==> src/rtl/qdl_pkg.sv <==
package qdl_pkg;
    localparam int DEF_DATA_W = 8;
    localparam int DEF_NUM_CH = 4;
endpackage

==> src/rtl/qdl_addr_decode.sv <==
module qdl_addr_decode #(
    parameter int NUM_CH = qdl_pkg::DEF_NUM_CH,
    parameter int ADDR_W = $clog2(NUM_CH)
) (
    input  logic [ADDR_W-1:0] addr,
    input  logic              wr_n,
    output logic [NUM_CH-1:0] sel
);
    for (genvar i = 0; i < NUM_CH; i++) begin : g_sel
        always_comb begin
            sel[i] = !wr_n && (addr == ADDR_W'(i));
        end
    end
endmodule

==> src/rtl/qdl_input_bank.sv <==
module qdl_input_bank #(
    parameter int DATA_W = qdl_pkg::DEF_DATA_W,
    parameter int NUM_CH = qdl_pkg::DEF_NUM_CH,
    localparam int FLAT_W = DATA_W * NUM_CH
) (
    input  logic              clk,
    input  logic              rst_n,
    input  logic [NUM_CH-1:0] sel,
    input  logic [DATA_W-1:0] bus,
    output logic [FLAT_W-1:0] in_next,
    output logic [FLAT_W-1:0] in_cur
);
    typedef struct packed {
        logic [NUM_CH-1:0][DATA_W-1:0] lane;
    } bank_t;

    bank_t st_d, st_q;

    always_comb begin
        st_d = st_q;
        for (int i = 0; i < NUM_CH; i++) begin
            if (sel[i]) st_d.lane[i] = bus;
        end
    end

    always_ff @(posedge clk or negedge rst_n) begin
        if (!rst_n) st_q <= '0;
        else        st_q <= st_d;
    end

    assign in_next = st_d;
    assign in_cur  = st_q;

    // no selection, no change
    p_idle_hold_r3: assert property (@(posedge clk) disable iff (!rst_n)
        (sel == '0) |=> $stable(in_cur));
endmodule

==> src/rtl/qdl_dac_bank.sv <==
module qdl_dac_bank #(
    parameter int DATA_W = qdl_pkg::DEF_DATA_W,
    parameter int NUM_CH = qdl_pkg::DEF_NUM_CH,
    localparam int FLAT_W = DATA_W * NUM_CH
) (
    input  logic              clk,
    input  logic              rst_n,
    input  logic              load_n,
    input  logic [FLAT_W-1:0] src,
    output logic [FLAT_W-1:0] dac
);
    typedef struct packed {
        logic [FLAT_W-1:0] codes;
    } dac_t;

    dac_t st_d, st_q;

    always_comb begin
        st_d = st_q;
        if (!load_n) st_d.codes = src;
    end

    always_ff @(posedge clk or negedge rst_n) begin
        if (!rst_n) st_q <= '0;
        else        st_q <= st_d;
    end

    assign dac = st_q.codes;

    // load strobe high freezes outputs
    p_load_hold_r5: assert property (@(posedge clk) disable iff (!rst_n)
        load_n |=> $stable(dac));
endmodule

==> src/rtl/quad_dac_latch_bank.sv <==
module quad_dac_latch_bank #(
    parameter int DATA_W = qdl_pkg::DEF_DATA_W,
    parameter int NUM_CH = qdl_pkg::DEF_NUM_CH,
    localparam int ADDR_W = $clog2(NUM_CH),
    localparam int FLAT_W = DATA_W * NUM_CH
) (
    input  logic              clk,
    input  logic              rst_n,
    input  logic [DATA_W-1:0] bus_data,
    input  logic [ADDR_W-1:0] chan_addr,
    input  logic              wr_n,
    input  logic              load_n,
    output logic [FLAT_W-1:0] dac_codes
);
    logic [NUM_CH-1:0] sel;
    logic [FLAT_W-1:0] in_next, in_cur;

    qdl_addr_decode #(.NUM_CH(NUM_CH), .ADDR_W(ADDR_W)) u_dec (
        .addr(chan_addr), .wr_n(wr_n), .sel(sel)
    );

    qdl_input_bank #(.DATA_W(DATA_W), .NUM_CH(NUM_CH)) u_in (
        .clk(clk), .rst_n(rst_n), .sel(sel), .bus(bus_data),
        .in_next(in_next), .in_cur(in_cur)
    );

    qdl_dac_bank #(.DATA_W(DATA_W), .NUM_CH(NUM_CH)) u_dac (
        .clk(clk), .rst_n(rst_n), .load_n(load_n), .src(in_next),
        .dac(dac_codes)
    );

    // decoder never selects more than one lane
    p_sel_onehot_r8: assert property (@(posedge clk) disable iff (!rst_n)
        $onehot0(sel));

    // load without write copies the held input registers
    p_load_copy_r4: assert property (@(posedge clk) disable iff (!rst_n)
        (!load_n && wr_n) |=> (dac_codes == $past(in_cur)));

    // both strobes low give a direct bus-to-output path
    p_direct_path_r6: assert property (@(posedge clk) disable iff (!rst_n)
        (!load_n && !wr_n) |=>
        (dac_codes[$past(chan_addr)*DATA_W +: DATA_W] == $past(bus_data)));

    // write lands in the addressed input register
    p_write_lands_r2: assert property (@(posedge clk) disable iff (!rst_n)
        !wr_n |=> (in_cur[$past(chan_addr)*DATA_W +: DATA_W] == $past(bus_data)));
endmodule

==> config.mk <==
export PLATFORM = sky130hd
export DESIGN_NAME = quad_dac_latch_bank
export DESIGN_NICKNAME = d
export VERILOG_FILES = /design/src/rtl/qdl_pkg.sv /design/src/rtl/qdl_addr_decode.sv /design/src/rtl/qdl_input_bank.sv /design/src/rtl/qdl_dac_bank.sv /design/src/rtl/quad_dac_latch_bank.sv
export SDC_FILE = /design/constraint.sdc
export NUM_CORES = 1
export LEC_CHECK = 0
export BUFFER_PORTS_ARGS = -buffer_cell sky130_fd_sc_hd__buf_4
export CAP_MARGIN = 20
export CELL_PAD_IN_SITES_DETAIL_PLACEMENT = 2
export CELL_PAD_IN_SITES_GLOBAL_PLACEMENT = 2
export CORE_AREA = 2 2 91 93
export CTS_BUF_LIST = sky130_fd_sc_hd__clkbuf_2 sky130_fd_sc_hd__clkbuf_4 sky130_fd_sc_hd__clkbuf_8
export DETAILED_ROUTE_END_ITERATION = 16
export DIE_AREA = 0 0 93 95
export PLACE_DENSITY = 0.73
export SLEW_MARGIN = 10
export SYNTH_ARGS = -nofsm -noshare
export SYNTH_HDL_FRONTEND = slang
export SYNTH_HIERARCHICAL = 1
export SYNTH_SLANG_ARGS = --single-unit
==> constraint.sdc <==
create_clock -name clk -period 0.9 [get_ports clk]
set_input_delay 0.045 -clock clk [delete_from_list [all_inputs] [get_ports clk]]
set_output_delay 0.045 -clock clk [all_outputs]
set_load 0.05 [all_outputs]
Word-level counts from Yosys, hierarchy flattened
Index checks and enable logic that the tools add are counted.
{ "totals": {"word_cells": 18, "ff_bits": 64, "in_bits": 14, "out_inout_bits": 32} }
{ "classes": {"n_eq_ne": 3, "mux": 4, "reduce_logical": 6} }
{ "op_table": {"columns": ["cell", "count"], "rows": [
  ["$mux 8", 4],
  ["$eq 2x2->1 const B", 2],
  ["$logic_and 1x1->1", 4],
  ["$eq 2x1->1 const B", 1],
  ["$logic_not 2->1", 1],
  ["$logic_not 1->1", 1]
]} }

Depth between registers and ports, before layout
Gate-level depths: netlist (run 1).
{ "logic_depth": {"depth_word": 3, "mapped_depth": 4, "mapped_depth_nobuf": 3} }

Cells and area by module
Netlist (run 1), hierarchy kept.
{ "by_module_without_submodules": {"columns": ["module", "n_inst", "cells_per_inst", "seq_area_each_um2", "area_each_um2"], "rows": [
  ["qdl_dac_bank", 1, 68, 800.8, 1345.0],
  ["qdl_input_bank", 1, 68, 800.8, 1326.3],
  ["qdl_addr_decode", 1, 4, 0.0, 30.0]
]} }

Least setup slack after synthesis (run 1)
No wires, ideal clock.
{ "synth_path": {"path_type": "input to register", "start": "input port wr_n", "end": "register u_dac.st_q (netlist bit u_dac/dac[10])", "path_slack_ns": -0.231, "setup_time_ns": 0.125, "required_ns": 0.775, "t_arrival_ns": 1.005, "path_buffers": 1, "path_stages": 4, "cell_sequence": "nor3b_1 > buf_6 > mux2_4 > mux2_4"} }
{ "synth_between": {"elab_chain_len": 3} }
{ "synth_lines": {"columns": ["element", "line_no", "text"], "rows": [
  ["start: declaration", "quad_dac_latch_bank.sv:11", "input logic wr_n,"],
  ["$logic_not 1->1", "qdl_addr_decode.sv:11", "sel[i] = !wr_n && (addr == ADDR_W'(i));"],
  ["$logic_and 1x1->1", "qdl_addr_decode.sv:11", null],
  ["$mux 8", "qdl_input_bank.sv:22", "if (sel[i]) st_d.lane[i] = bus;"],
  ["via in_next[10]", "quad_dac_latch_bank.sv:16", "logic [FLAT_W-1:0] in_next, in_cur;"],
  ["end signal: assignment", "qdl_dac_bank.sv:25", "else st_q <= st_d;"],
  ["end: declaration", "qdl_dac_bank.sv:16", "dac_t st_d, st_q;"]
]} }
The timed path passes the listed nets, and every way through them passes these cells.
A chain may end at the register's enable or synchronous reset.

Worst setup path after layout (run 1)
{ "layout_path": {"start": "register u_in.st_q (netlist bit u_in/in_cur[13])", "end": "register u_dac.st_q (netlist bit u_dac/dac[13])"} }
{ "layout_between": {"elab_chain_len": 1} }
{ "layout_lines": {"columns": ["element", "line_no", "text"], "rows": [
  ["start: declaration", "qdl_input_bank.sv:17", "bank_t st_d, st_q;"],
  ["start signal: assignment", "qdl_input_bank.sv:28", "else st_q <= st_d;"],
  ["$mux 8", "qdl_input_bank.sv:22", null],
  ["via in_next[13]", "quad_dac_latch_bank.sv:16", null]
]} }
The timed path passes the listed nets, and every way through them passes these cells.

==> results of run 1 <==
==> synth_stat cells, drive strengths merged <==
| cell | count |
|---|---|
| and3b | 1 |
| buf | 8 |
| dfrtp | 64 |
| mux2 | 64 |
| nor3 | 1 |
| nor3b | 2 |
==> final timing paths <==
check                                  endpoint  slack, ps  cells past startpoint
worst min-delay path            u_in/in_cur[15]        -20                      2
min in group asynchronous          u_dac/dac[1]        230                      3
worst max register to register    u_dac/dac[13]       -140                      2
max in group asynchronous         u_dac/dac[13]        390                      3
worst min register to register  u_in/in_cur[11]        490                      1
worst max-delay path              u_dac/dac[13]       -140                      2
==> cell usage in the layout, fill, tap and decap left out <==
cell           netlist  routed
and3b_2              1       1
buf_12               3       6
buf_4                0      42
buf_6                5      33
bufinv_16            0       1
clkbuf_4             0       1
clkbuf_8             0       9
clkinv_2             0       2
clkinvlp_4           0       1
dfrtp_1             64      64
dlygate4sd3_1        0       1
mux2_2               2       2
mux2_4              62      62
nor3_4               0       1
nor3b_4              0       2
==> per-layer routing <==
metal / global-route usage / wire length, um
met4: 0.0478 / 77
met2: 0.222 / 2790
met3: 0.0607 / 357
met1: 0.192 / 2560
met5: 0 / 0
==> through the flow <==
step | instances | utilization | instance area, um^2
floorplan | 140 | - | 2740
global placement | 292 | 0.408 | 3240
detailed placement | 292 | 0.408 | 3240
CTS | 324 | 0.464 | 3670
global route | 333 | 0.473 | 3750
finish | 333 | 0.473 | 3750
==> cell families (layout without fill, tap and decap cells) <==
family / after synthesis / count (layout) / synth area share
buf+inv: 8 / 96 / 0.0431
flops: 64 / 64 / 0.593
mux: 64 / 64 / 0.353
simple gates: 4 / 4 / 0.0111
==> timing repair <==
item	CTS	global route
gates resized for setup	32	1
setup endpoints to repair	64	65
gates cloned	0	0
hold endpoints to repair	90	22
setup buffers	17	9
==> state kept, by name, indices dropped and copies added, names as in the netlist <==
| signal | flops |
|---|---|
| u_dac/dac | 32 |
| u_in/in_cur | 32 |
==> power breakdown <==
part / leakage [nW] / switching (mW) / internal [mW]
clock network: 0.0914 / 1.04 / 1.27
logic: 0.968 / 1.91 / 1.88
registers: 0.758 / 0.369 / 3.49
total: 1.82 / 3.32 / 6.64
==> area by class of cell <==
class | count | share of cell area
flip-flops and latches | 64 | 0.428
multi-input cells | 68 | 0.272
repair buffers | 82 | 0.218
clock buffers | 10 | 0.0351
well taps | 105 | 0.0351
clock inverters | 4 | 0.0127
==> out/metrics.csv, run 1 <==
stage,metric,value,unit
clocking,cts_buffer_depth,2,
yosys,yosysTopAreaCell,dfrtp_1,
clocking,insertion_delay,340,ps
placement,dp_hpwl,3.55,mm
power_and_ir_drop,peakVddDrop,0.00130,V
yosys,seq_area_frac_synth,0.593,
routing,drc,0,
sta,max_freq,964,MHz
yosys,syn_area,0.00270,mm^2
placement,gp_congestion,0.666,
power_and_ir_drop,power,9.96,mW
sta,period_share,1.15,
yosys,netlist_top_cells_area,"dfrtp_1 59%, mux2_4 34%, buf_12 2.2%",
global_routing,gr-total-overflow,0,
critical_path,crit_chain,"mux2_4, mux2_4",
critical_path,cpPeakStageDelay,380,ps
worst_hold_path,hp-start,bus_data[7],
status,violations,"negative hold slack, negative setup slack",
run,maxCapViolCount,0,
sta,whs,-20.8,ps
worst_hold_path,hold_path.class,in -> reg,
placement,place_ws,-460,ps
critical_path,crit_fanout,2,
routing,ant_nets,0,
critical_path,cp.arrival,1260,ps
critical_path,slowest_stage,dfrtp_1,
sta,drv_slew,0,
global_routing,grt_pass1_vias,1696,
clocking,clockRootBuffer,clkbuf_8,
power_and_ir_drop,power.leakage,1.82,nW
clocking,cts_tree,done,
sta,fin_skew,5.68,ps
clocking,cts_hold_buffers,1,
final_layout,layout-drive-gt1-share,0.715,
sta,layout_setup_ws,-137,ps
routing,via_per_inst,4.41,
yosys,yosys_warnings,6,
critical_path,r2r-start,u_in/in_cur[13],
sta,fin_crit,1040,ps
floorplan,die_h,95,um
floorplan,rows,33,
critical_path,crit_path_end_kind,register,
sta,finalSetupViolCount,64,
critical_path,critical_path.top_delay_family,multiplexers,
sta,hold_viol_final,16,
critical_path,crit_required,1120,ps
clocking,cts_sinks,64,
sta,worst_pin_slew,341,ps
global_routing,grt_pass1_wl,9.43,mm
clocking,cts_max_level,3,
final_layout,fill_cells,780,
status,status,"finished, violations left",
floorplan,start_util,0.341,
yosys,avgSynthCellArea,19.3,um^2
routing,post_drt_wl_per_cell,17.4,um
floorplan,dieWidth,93,um
yosys,ys_ff_latch,64,
critical_path,cp_common_cell,mux2_4,
sta,rsz0062_at_grt,yes,
yosys,syn_nets,154,
routing,num_vias,1470,
final_layout,multi_input_area,0.00102,mm^2
final_layout,nets,239,
placement,portBuffers,45,
critical_path,startpoint_type,register,
floorplan,io_pins,46,
critical_path,timing.critical_path.buf_inv,0,
sta,relSlewSlack,0.773,
final_layout,antennaDiodeCount,0,
final_layout,areaGrowthSynthToFinish,38.7,%
yosys,syn_inst,140,
power_and_ir_drop,p_per_area,2660,mW/mm^2
global_routing,grt_start_max_net_pins,65,
global_routing,grt.total_usage,0.147,
yosys,synth_top_area_frac,0.593,
clocking,cts.clk_slew.worst_paths,70,ps
clocking,cts_buffers,9,
floorplan,coreArea,0.00793,mm^2
floorplan,die-area,0.00884,mm^2
routing,first_iter_violations,37,
routing,totalWireLength,5.79,mm
sta,tns,-5030,ps
global_routing,antenna_found_initial,0,
routing,firstDrtPassIters,4,
critical_path,path_class,reg -> reg,
critical_path,crit_start,u_in/in_cur[13],
yosys,ys_types,8,
final_layout,regArea,0.00160,mm^2
No activity file was read; power rests on OpenSTA's default activity.
==> run 2: changes to the inputs <==
--- a/config.mk
+++ b/config.mk
@@ -9,13 +9,13 @@
 export CAP_MARGIN = 20
 export CELL_PAD_IN_SITES_DETAIL_PLACEMENT = 2
 export CELL_PAD_IN_SITES_GLOBAL_PLACEMENT = 2
-export CORE_AREA = 2 2 91 93
+export CORE_AREA = 2 2 88 90
 export CTS_BUF_LIST = sky130_fd_sc_hd__clkbuf_2 sky130_fd_sc_hd__clkbuf_4 sky130_fd_sc_hd__clkbuf_8
 export DETAILED_ROUTE_END_ITERATION = 16
-export DIE_AREA = 0 0 93 95
-export PLACE_DENSITY = 0.73
+export DIE_AREA = 0 0 90 92
+export GPL_TIMING_DRIVEN = 0
+export PLACE_DENSITY = 0.76
 export SLEW_MARGIN = 10
 export SYNTH_ARGS = -nofsm -noshare
 export SYNTH_HDL_FRONTEND = slang
-export SYNTH_HIERARCHICAL = 1
 export SYNTH_SLANG_ARGS = --single-unit
==> out/metrics.csv, run 2 <==
stage,metric,value,unit,change
final_layout,areaGrowthSynthToFinish,49.7,%,
critical_path,slowest_stage,or3b_1,,
yosys,yosys_warnings,0,,-6
critical_path,critical_path.top_delay_family,multiplexers,,
global_routing,gr-total-overflow,0,,unchanged
power_and_ir_drop,power,9.86,mW,-0.96%
placement,placedCellCount,318,,+8.9%
routing,via_per_inst,4.61,,+4.4%
critical_path,path_class,in -> reg,,
sta,relSlewSlack,0.453,,-0.320
global_routing,grt_pass1_vias,1911,,+13%
floorplan,io_pins,46,,unchanged
power_and_ir_drop,power.leakage,1.77,nW,-2.8%
critical_path,cpPeakStageDelay,380,ps,about the same
worst_hold_path,hold_path.class,in -> async,,
placement,place_area,0.00300,mm^2,-7.4%
sta,rsz0062_at_grt,yes,,
clocking,insertion_delay,330,ps,about the same
final_layout,antennaDiodeCount,0,,unchanged
placement,place_ws,-559,ps,-99.5 ps
global_routing,grt.total_usage,0.176,,+0.0290
sta,layout_setup_ws,-160,ps,-22.6 ps
power_and_ir_drop,sequentialPowerShare,0.384,,-0.004
critical_path,crit_fanout,8,,+6
placement,dp_hpwl,3.73,mm,+5.2%
yosys,synth_edf_count,0,,unchanged
status,status,"finished, violations left",,
yosys,yosysTopAreaCell,dfrtp_1,,
yosys,yosysMostFrequentCell,dfrtp_1,,
yosys,seq_area_frac_synth,0.647,,+0.0546
final_layout,mostFrequentLayoutCell,dfrtp_1,,
critical_path,crit_chain,"buf_8, or3b_1, buf_6, mux2_4, mux2_4",,
floorplan,coreArea,0.00745,mm^2,-6.1%
power_and_ir_drop,p_per_area,2660,mW/mm^2,+0.18%
clocking,clockRootBuffer,clkbuf_8,,
power_and_ir_drop,clockPowerShare,0.286,,+0.054
yosys,ys_ff_latch,64,,unchanged
critical_path,startpoint_type,input pin,,
critical_path,cp.arrival,1280,ps,+20 ps
floorplan,start_util,0.332,,-0.00859
floorplan,rows,32,,-3.0%
final_layout,design_area,0.00370,mm^2,-1.1%
yosys,ys_types,14,,+6
sta,fin_skew,4.60,ps,-1.08 ps
clocking,cts_max_level,3,,unchanged
sta,period_share,1.18,,+0.0251
sta,max_freq,944,MHz,-2.1%
yosys,syn_inst,172,,+23%
clocking,cts_buffers,9,,unchanged
routing,firstDrtPassIters,4,,unchanged
placement,portBuffers,44,,-2.2%
floorplan,die-area,0.00828,mm^2,-6.3%
routing,ant_nets,0,,unchanged
global_routing,grt_pass1_wl,10.8,mm,+15%
critical_path,timing.critical_path.buf_inv,2,,+2
yosys,avgSynthCellArea,14.4,um^2,-25%
power_and_ir_drop,peakVddDrop,0.00126,V,-3.5%
routing,num_vias,1686,,+15%
final_layout,nets,274,,+15%
clocking,cts_tree,done,,
sta,hold_viol_final,64,,+48
sta,drv_slew,0,,unchanged
final_layout,instances_no_fill,366,,+9.9%
yosys,synth_ff_type,dfrtp_1,,
global_routing,antenna_found_initial,0,,unchanged
sta,worst_pin_slew,821,ps,+481 ps
clocking,cts.clk_slew.worst_paths,70,ps,about the same
sta,whs,-189,ps,-168 ps
placement,gp_congestion,0.689,,+3.4%
floorplan,dieWidth,90,um,-3.2%
routing,post_drt_wl_per_cell,18.9,um,+8.6%
final_layout,fill_cells,760,,-2.6%
routing,first_iter_violations,55,,+49%
run,maxCapViolCount,0,,unchanged
yosys,synthTopCellsByCount,"64 x dfrtp_1, 40 x mux2_2, 24 x nand2_1",,
power_and_ir_drop,p_int,6.65,mW,about the same
yosys,synth_top_area_frac,0.647,,+0.0546
yosys,syn_nets,186,,+21%
clocking,cts_sinks,64,,unchanged
sta,fin_crit,1060,ps,+22.6 ps
clocking,cts_buffer_depth,2,,unchanged
yosys,synth_async_sr_flop_share,1.00,,unchanged
sta,finalSetupViolCount,58,,-9.4%
yosys,syn_area,0.00247,mm^2,-8.4%
routing,drc,0,,unchanged
power_and_ir_drop,combPwrFrac,0.330,,-0.050
critical_path,crit_path_end_kind,register,,
status,violations,"negative hold slack, negative setup slack",,
final_layout,final_cell_mix,"64 x dfrtp_1, 38 x buf_6, 31 x buf_4, 27 x mux2_4, 21 x mux2_2",,
critical_path,cp_common_cell,mux2_4,,
global_routing,grt_start_max_net_pins,65,,unchanged
yosys,netlist_top_cells_area,"dfrtp_1 65%, mux2_2 18%, mux2_4 4.9%",,
power_and_ir_drop,p_sw,3.22,mW,-3.0%
floorplan,die_h,92,um,-3.2%
final_layout,layout-drive-gt1-share,0.561,,-0.154
critical_path,crit_required,1120,ps,about the same
routing,totalWireLength,6.91,mm,+19%
power_and_ir_drop,p_sw_frac,0.326,,-0.00692
-- run 2: path summary, 6_finish.rpt --
check                                start         endpoint  slack (ps)  cells after the start
max                           chan_addr[0]    u_dac.dac[20]        -160                      5
min                                  rst_n  u_in.in_cur[18]        -190                      1
max reg2reg                u_in.in_cur[20]    u_dac.dac[20]        -140                      2
min reg2reg                u_in.in_cur[13]  u_in.in_cur[13]         480                      2
max in group asynchronous            rst_n    u_dac.dac[21]         560                      1
min in group clk               bus_data[0]  u_in.in_cur[16]          10                      2
-- run 2: cell families after synthesis --
group	share of synthesized area
AOI/OAI and AO/OA	0.0324
DFF	0.647
and+or+nand+nor	0.0759
muxes	0.231
buffers and inverters	0.0137
-- run 2: per-layer routing --
layer,vias up,track usage,part of all wire
li1,765,-,-
met5,-,0,0
met4,0,0.0692,0.019
met2,36,0.286,0.50
met3,11,0.0386,0.034
met1,874,0.230,0.45
-- run 2: power groups by stage --
stage	Sequential (mW)	Combinational, mW	Clock [mW]
after detailed placement	3.77	2.64	0
after floorplan	4.80	0.727	0
after global routing	3.85	3.43	3.03
final	3.79	3.25	2.82
after global placement	3.74	2.59	0
after CTS	3.79	3.10	2.91
-- run 2: layout make-up --
| class | instances | area [um^2] | share of cell area |
|---|---|---|---|
| tap | 102 | 128 | 0.0345 |
| clock inverter | 3 | 65.1 | 0.0176 |
| clock buffer | 12 | 159 | 0.0429 |
| timing repair buffer | 77 | 759 | 0.205 |
| sequential | 64 | 1600 | 0.432 |
| multi-input combinational | 101 | 942 | 0.254 |
| buffer | 7 | 48.8 | 0.0132 |
-- run 2: stage by stage --
step	hold WS (ps)	TNS, ps	util
2_1_floorplan	-251	-7100	-
3_3_place_gp	197	-23710	0.403
3_5_place_dp	202	-24300	0.403
4_1_cts	-174	-4390	0.478
5_1_grt	-129	-5740	0.497
6_report	-189	-3980	0.497
-- run 2: worst register-to-register path, stage by stage (launching register included) --
cell,delay [ps]
dfrtp_1,390
mux2_4,270
mux2_4,270
-- run 2: timing repair --
action,in CTS,in global routing
endpoints found under the hold margin,78,67
hold buffers,3,3
pin swaps,2,2
gates resized for setup,46,10
setup endpoints to repair,60,63
buffers inserted,16,12
